[config.mk]
export PLATFORM = sky130hd
export DESIGN_NAME = prot_delay_timer
export DESIGN_NICKNAME = d
export VERILOG_FILES = /design/src/rtl/prot_delay_pkg.sv /design/src/rtl/dly_limit_sel.sv /design/src/rtl/dly_channel.sv /design/src/rtl/prot_delay_timer.sv
export SDC_FILE = /design/constraint.sdc
export NUM_CORES = 1
export LEC_CHECK = 0
export BUFFER_PORTS_ARGS = -buffer_cell sky130_fd_sc_hd__buf_2
export CAP_MARGIN = 20
export CORE_ASPECT_RATIO = 0.75
export CORE_MARGIN = 2
export CORE_UTILIZATION = 55
export DETAILED_ROUTE_END_ITERATION = 10
export PLACE_DENSITY = 0.72
export SLEW_MARGIN = 20
export SYNTH_ARGS = -nofsm -noshare
export SYNTH_HDL_FRONTEND = slang
export SYNTH_SLANG_ARGS = --single-unit
[constraint.sdc]
create_clock -name clk -period 2.8 [get_ports clk]
set_input_delay 0.42 -clock clk [delete_from_list [all_inputs] [get_ports clk]]
set_output_delay 0.42 -clock clk [all_outputs]
set_load 0.1 [all_outputs]
[src/rtl/prot_delay_pkg.sv]
package prot_delay_pkg;

    localparam int NCH = 6;

    localparam int CH_OVCH  = 0;
    localparam int CH_OVDIS = 1;
    localparam int CH_OC1   = 2;
    localparam int CH_OC2   = 3;
    localparam int CH_SHORT = 4;
    localparam int CH_ABCH  = 5;

    typedef enum logic [1:0] {
        MODE_NORMAL     = 2'b00,
        MODE_REDUCED    = 2'b01,
        MODE_BYPASS     = 2'b10,
        MODE_NORMAL_ALT = 2'b11
    } tmode_e;

    function automatic int imax(input int a, input int b);
        return (a > b) ? a : b;
    endfunction

    function automatic int shrink(input int base, input int sh);
        return ((base >> sh) == 0) ? 1 : (base >> sh);
    endfunction

endpackage

[src/rtl/dly_limit_sel.sv]
module dly_limit_sel
    import prot_delay_pkg::*;
#(
    parameter int CW      = 13,
    parameter int BASE    = 4550,
    parameter int SHIFT   = 6,
    parameter bit SHRINKS = 1'b1
) (
    input  logic [1:0]    mode,
    output logic [CW-1:0] limit
);

    localparam int REDUCED = SHRINKS ? shrink(BASE, SHIFT) : BASE;

    always_comb begin
        unique case (tmode_e'(mode))
            MODE_REDUCED: limit = CW'(REDUCED);
            MODE_BYPASS:  limit = '0;
            default:      limit = CW'(BASE);
        endcase
    end

    // a reduced limit never exceeds the normal one and is never zero
    always_comb begin
        if (tmode_e'(mode) == MODE_REDUCED)
            assert_reduced_range_R8: assert (limit <= CW'(BASE) && limit != '0);
    end

endmodule

[src/rtl/dly_channel.sv]
module dly_channel #(
    parameter int CW = 13
) (
    input  logic          clk,
    input  logic          rst_n,
    input  logic          tick,
    input  logic          hold,
    input  logic          fire_req,
    input  logic [CW-1:0] limit,
    output logic          timeout
);

    typedef struct packed {
        logic [CW-1:0] cnt;
        logic          done;
        logic          strobe;
    } ch_state_t;

    ch_state_t s_d, s_q;

    always_comb begin
        s_d        = s_q;
        s_d.strobe = 1'b0;
        if (!hold) begin
            s_d.cnt  = '0;
            s_d.done = 1'b0;
        end else begin
            if (tick && (s_q.cnt < limit))
                s_d.cnt = s_q.cnt + 1'b1;
            if ((s_q.cnt >= limit) && fire_req && !s_q.done) begin
                s_d.strobe = 1'b1;
                s_d.done   = 1'b1;
            end
        end
    end

    always_ff @(posedge clk or negedge rst_n) begin
        if (!rst_n) s_q <= '0;
        else        s_q <= s_d;
    end

    assign timeout = s_q.strobe;

    assert_clear_on_drop_R3: assert property (@(posedge clk) disable iff (!rst_n)
        !hold |=> (s_q.cnt == '0) && !timeout);

    assert_single_pulse_R4: assert property (@(posedge clk) disable iff (!rst_n)
        timeout |=> !timeout);

    assert_no_early_fire_R2: assert property (@(posedge clk) disable iff (!rst_n)
        timeout |-> ($past(s_q.cnt) >= $past(limit)) && $past(fire_req) && $past(hold));

    assert_done_after_fire_R4: assert property (@(posedge clk) disable iff (!rst_n)
        (timeout && hold) |=> s_q.done);

endmodule

[src/rtl/prot_delay_timer.sv]
module prot_delay_timer
    import prot_delay_pkg::*;
#(
    parameter int OVCH_TICKS   = 4550,
    parameter int OVDIS_TICKS  = 613,
    parameter int OC1_TICKS    = 42,
    parameter int OC2_TICKS    = 11,
    parameter int SHORT_FTICKS = 9,
    parameter int RED_SHIFT    = 6
) (
    input  logic       clk,
    input  logic       rst_n,
    input  logic       slow_tick,
    input  logic       fast_tick,
    input  logic [1:0] test_mode,
    input  logic [5:0] det_req,
    output logic [5:0] trip
);

    localparam int MAXT = imax(imax(OVCH_TICKS, OVDIS_TICKS),
                               imax(imax(OC1_TICKS, OC2_TICKS), SHORT_FTICKS));
    localparam int CW   = $clog2(MAXT + 1);

    function automatic int base_of(input int ch);
        case (ch)
            CH_OVCH:  return OVCH_TICKS;
            CH_OVDIS: return OVDIS_TICKS;
            CH_OC1:   return OC1_TICKS;
            CH_OC2:   return OC2_TICKS;
            CH_SHORT: return SHORT_FTICKS;
            default:  return OVCH_TICKS;
        endcase
    endfunction

    for (genvar ch = 0; ch < NCH; ch++) begin : g_ch
        localparam bit ARMED_BY_OC1 = (ch == CH_OC2) || (ch == CH_SHORT);
        logic [CW-1:0] limit;
        logic          hold;
        logic          tick;

        dly_limit_sel #(
            .CW     (CW),
            .BASE   (base_of(ch)),
            .SHIFT  (RED_SHIFT),
            .SHRINKS(ch != CH_SHORT)
        ) u_lim (
            .mode (test_mode),
            .limit(limit)
        );

        if (ARMED_BY_OC1) begin : g_armed
            assign hold = det_req[CH_OC1];
        end else begin : g_own
            assign hold = det_req[ch];
        end

        if (ch == CH_SHORT) begin : g_fast
            assign tick = fast_tick;
        end else begin : g_slow
            assign tick = slow_tick;
        end

        dly_channel #(.CW(CW)) u_chan (
            .clk     (clk),
            .rst_n   (rst_n),
            .tick    (tick),
            .hold    (hold),
            .fire_req(det_req[ch]),
            .limit   (limit),
            .timeout (trip[ch])
        );
    end

    assert_armed_by_oc1_R5: assert property (@(posedge clk) disable iff (!rst_n)
        (trip[CH_OC2] || trip[CH_SHORT]) |-> $past(det_req[CH_OC1]));

    assert_bypass_immediate_R9: assert property (@(posedge clk) disable iff (!rst_n)
        (test_mode == MODE_BYPASS && $past(test_mode) == MODE_BYPASS
         && $rose(det_req[CH_OVDIS])) |=> trip[CH_OVDIS]);

endmodule

### Word level (Yosys, flattened, before mapping)

Index checks and enable logic that the tools add are counted.

| word-level totals | value |
|---|---|
| register bits after elaboration | 90 |
| latch bits | 0 |
| memory bits (writable) | 0 |
| bits in read-only memories | 0 |
| bits of input ports | 12 |
| word-level logic and storage cells | 103 |
| memories kept | 0 |

| cells by class | value |
|---|---|
| add/subtract/negate cells | 6 |
| multipliers | 0 |
| divide/modulo/power cells | 0 |
| order comparisons | 12 |
| eq/ne operators | 14 |
| shift-type cells | 0 |
| multiplexer cells | 29 |
| bitwise gates (word level) | 0 |
| reductions and logical operators | 24 |

Operators by type and width:

| kind | number |
|---|---|
| 2-to-1 mux 14 bit | 6 |
| adder 13 x 1 -> 13 bit (second input constant) | 6 |
| 2-to-1 mux 13 bit | 6 |
| >= comparator 13 bit | 2 |
| >= comparator 13 x 4 -> 1 bit | 2 |
| less-than comparator 13 bit | 2 |
| less-than comparator 13 x 4 -> 1 bit | 2 |
| one-hot mux 13 bit (2 select lines) | 1 |
| != test 2 x 1 -> 1 bit (second input constant) | 12 |
| one-hot mux 10 bit (2 select lines) | 1 |
| logical AND 1 bit | 18 |
| >= comparator 13 x 10 -> 1 bit | 1 |
| >= comparator 13 x 6 -> 1 bit | 1 |
| less-than comparator 13 x 10 -> 1 bit | 1 |
| less-than comparator 13 x 6 -> 1 bit | 1 |
| 2-to-1 mux 2 bit | 6 |
| one-hot mux 6 bit (2 select lines) | 1 |
| one-hot mux 4 bit (2 select lines) | 1 |
| zero test 1 bit | 6 |
| 2-to-1 mux 1 bit | 6 |
| 2-to-1 mux 4 bit | 1 |
| equality test 2 x 1 -> 1 bit (second input constant) | 1 |
| equality test 2 bit (second input constant) | 1 |

### Depth between registers and ports, before layout

| depth | value |
|---|---|
| word-level depth | 7 |
| gate-level depth with buffers | 12 |

### Modules after synthesis

A second synthesis with hierarchy kept.

| second synthesis, totals | value |
|---|---|
| cells, all modules | 871 |
| area, all modules | 7613.6 um2 |

By module, submodules not included:

| module | instances | cells an instance | area an instance (um2) | sequential area each (um2) |
|---|---|---|---|---|
| dly_channel | 6 | 130 | 1159.9 | 375.4 |
| dly_limit_sel at g_ch[0].u_lim ... | 3 | 16 | 115.1 | 0.0 |
| dly_limit_sel at g_ch[3].u_lim | 1 | 15 | 106.4 | 0.0 |
| dly_limit_sel at g_ch[2].u_lim | 1 | 14 | 102.6 | 0.0 |
| dly_limit_sel at g_ch[4].u_lim | 1 | 14 | 100.1 | 0.0 |

### Worst setup path before layout

OpenSTA, ideal clock, no wires.

| path | value |
|---|---|
| path kind | input port to flip-flop |
| from | input test_mode[0] |
| to | register g_ch[5].u_chan.s_q[10] in the netlist's numbering |
| setup time | 81 ps |
| data arrival time | 2665 ps |
| path slack | 55 ps |
| cell stages on the path | 11 |
| cells stage by stage | inv_1 -> ha_1 -> inv_1 -> ha_1 -> and3b_1 -> nand4_1 -> a31oi_1 -> a211o_1 -> buf_6 -> or4_1 -> a21oi_1 |

| between the ends | value |
|---|---|
| longest elaborated chain between the ends | 5 |
| elaborated cells between the ends (all ways) | 6 |
| those cells by class | order compare (1); eq/ne (3); mux (1); reduce/logical (1) |

RTL lines:

| what | line | source |
|---|---|---|
| start: declaration | prot_delay_timer.sv:15 | `input logic [1:0] test_mode,` |
| equality test 2 bit or equality test 2 x 1 -> 1 bit (tied branches) | dly_limit_sel.sv:16 | `unique case (tmode_e'(mode))` |
| one-hot mux 13 bit (2 select lines) (*) | dly_limit_sel.sv:16 |  |
| less-than comparator 13 bit (*) | dly_channel.sv:28 | `if (tick && (s_q.cnt < limit))` |
| logical AND 1 bit (*) | dly_channel.sv:28 |  |
| != test 2 x 1 -> 1 bit (no source line) (*) | - |  |
| end signal: assignment | dly_channel.sv:38 | `if (!rst_n) s_q <= '0;` |
| end signal: assignment | dly_channel.sv:39 | `else s_q <= s_d;` |
| end: declaration | dly_channel.sv:19 | `ch_state_t s_d, s_q;` |

Every way passes the cells marked *; elsewhere a longest branch is shown, timed or not.
A chain may end at the register's enable or synchronous reset.

### Worst setup path in the final report

| path | value |
|---|---|
| from | input test_mode[0] |
| to | register g_ch[5].u_chan.s_q[5] in the netlist's numbering |

Same word-level chain as after synthesis.

==> metrics <==
Post-Syn Area 4890 sq um; hpwl dp approximately 7 mm; crit path DAT between 2 and 3 ns; P per Cell Area 553 nW/um^2; worst reg2reg path depth 8; Clock Latency Late Sink 0.34 ns; run status complete, but fails checks; VDD IR max ~410 uV; TritonCTS buffer count 9; clk buf depth 2; gpl congestion roughly 0.87; Synth Flop Type dfrtp_1; Layout area overhead 13.5%; crit-path max FO 14; Via-to-Cell Ratio 5.89; PnR worst setup slack 0.168 ns; CP Data Required Time 3.05 ns; post-synthesis sequential area ratio 46.0%; root buffer cell clkbuf_16; first-pass GRT wire length 17.7 mm; Post-Place Setup Slack -0.182 ns; Reg-to-Reg Start g_ch[5].u_chan.s_q[10]$_DFFE_PN0P_; DRC viols 2; Setup crit end kind register; fin crit period 2.63 ns; WL per Instance between 15 and 20 um; RSZ-0062 raised after global routing no; final cell count without fillers 628; Slew @ Worst Pin approximately 0.55 ns; Post-synth EDFFs 0; Max Transition Viols Final 0; number of antenna violations at the first check in global routing 0; I/O Buffers 17; post-route ant nets 0; DRT Wirelength 9.83 mm; number of global-route vias before repair 3636; Worst-path clk slew around 0.070 ns; final hold violation count 0; Horiz. Die Dim roughly 110 um; Cell Rows 29; Critical R2R Capture g_ch[5].u_chan.s_q[5]$_DFFE_PN0P_; clock tree from TritonCTS yes; worst hold path class in -> async; Leak 2.69 nW; Layout Utilization 64.9%; syn avg cell area 10.1 sq um; max cap viols 0; FF+latch count, synth 90; clock sinks 90; Synth Instances between 400 and 500; DRT Pass-1 Iters 9; violated checks design-rule violations; Setup-failing EPs final 0; total global-route track usage 22.8%; H-tree depth 3; routed vias 3697; Mapped Nets 530; dpl cell area 5210 sq um; max frequency 0.380 GHz; post-route cell area 5560 sq um; Initial Util 57.1%; number of I/O pins 18; Final Skew 0.0104 ns; core area 8560 sq um; Synth cell types 50; Initial DRC Count 272; Fillers 678; final setup TNS 0 ns; nets 561; share of cells above drive strength 1 14.0%; crit path kind in -> reg; Synth async-reset ratio 100%; number of setup buffers added after CTS 0; largest net degree at the start of global routing 48; Worst slew margin 63.3%; cts hold-fix bufs 0; Synth Warn # 0; fin crit share 94.0%; antenna cells 0; Post-Place Cells 612; Die H 85.7 um; DIE AREA slightly below 10000 sq um; reg2reg setup slack between 0.4 and 0.5 ns; grt ovf 0; CP Launch Type primary input
## timing repair
item / 4_1_cts / 5_1_grt
resized for setup: 0 / 1
hold endpoints to repair: 0 / 0
setup endpoints to repair: 0 / 1
## how the worst max path moves through the flow
stage | start | to | slack (ns) | depth (start not counted)
after floorplan | test_mode[0] | g_ch[5].u_chan.s_q[10]$_DFFE_PN0P_ | 0.05 | 11
after global placement | test_mode[0] | g_ch[5].u_chan.s_q[9]$_DFFE_PN0P_ | -0.07 | 11
after detailed placement | test_mode[0] | g_ch[5].u_chan.s_q[5]$_DFFE_PN0P_ | -0.18 | 12
after CTS | test_mode[0] | g_ch[5].u_chan.s_q[5]$_DFFE_PN0P_ | 0.15 | 12
after global routing | test_mode[0] | g_ch[1].u_chan.s_q[11]$_DFFE_PN0P_ | 0.01 | 13
final | test_mode[0] | g_ch[5].u_chan.s_q[5]$_DFFE_PN0P_ | 0.17 | 12
## state kept, by name, indices dropped and copies added (netlist names)
signal               count
g_ch.u_chan.s_q         84
g_ch.u_chan.timeout      6
## power by group
group	switching, mW	internal, mW
logic	0.198	0.135
clock network	0.503	0.876
registers	0.0294	1.33
## cell usage in the layout (no fill, tap or decap), types with 10 or more instances in the layout
master,n
dfrtp_1,90
and2_1,40
ha_1,34
nand2_1,32
buf_4,26
nand4_1,23
a21oi_1,21
inv_1,20
nor2_1,19
nand3_1,17
buf_2,16
o21ai_0,14
xnor2_1,13
mux2i_1,11
nand2b_1,10
## metrics by stage
stage	total power, mW	hold slack [ns]
floorplan	1.60	0.124
global placement	1.70	0.412
detailed placement	1.71	0.412
CTS	3.10	0.0802
global route	3.21	0.105
finish	3.07	0.0643
## cell type report
cell class                      count  area [sq um]  area share, %
Sequential cell                    90          2250           40.5
Timing Repair Buffer               45           335           6.04
Clock inverter                      6           113           2.03
Tap cell                          108           135           2.43
Inverter                           21          78.8           1.42
Multi-Input combinational cell    348          2410           43.4
Clock buffer                       10           229           4.12
## kinds of logic (layout without fill, tap and decap cells)
| group | count (synthesis) | in the layout | synth area share [%] |
|---|---|---|---|
| muxes | 11 | 11 | 2.25 |
| buffers and inverters | 46 | 82 | 4.70 |
| DFF | 90 | 90 | 46.0 |
| and+or+nand+nor | 204 | 204 | 23.6 |
| adders and majority gates | 34 | 34 | 8.69 |
| AOI/OAI and AO/OA | 80 | 80 | 11.1 |
| xor gates and xnor gates | 19 | 19 | 3.55 |
## synthesized netlist by cell type, types with 6 or more instances
cell,n,area (sq um)
dfrtp_1,90,2250
and2_1,40,250
ha_1,34,425
nand2_1,32,120
nand4_1,23,144
a21oi_1,21,105
inv_1,20,75.1
nor2_1,19,71.3
nand3_1,17,85.1
o21ai_0,14,70.1
xnor2_1,13,114
mux2i_1,11,110
clkbuf_1,10,37.5
nand2b_1,10,62.6
nor2b_1,9,56.3
or3_1,9,56.3
or4_1,9,67.6
and3_1,8,50.1
buf_4,8,60.1
o31ai_1,8,60.1
nor4_1,7,43.8
nor3_1,6,30.0
## worst max-delay path, cell delays in order
cell     delay (ns)
buf_2          0.09
inv_1          0.05
ha_1           0.28
inv_1          0.23
ha_1           0.32
and3b_1        0.18
nand4_1        0.12
a31oi_1        0.07
a211o_2        0.39
buf_4          0.20
or3_1          0.34
a21oi_1        0.17
## metal layers
metal	vias up	track usage, %	share of wire, %
met5	-	0	0
met4	0	5.10	1.1
met3	8	5.02	4.3
met2	87	33.6	44
met1	1799	34.6	50
li1	1803	-	-
No activity file was read; power rests on OpenSTA's default activity.
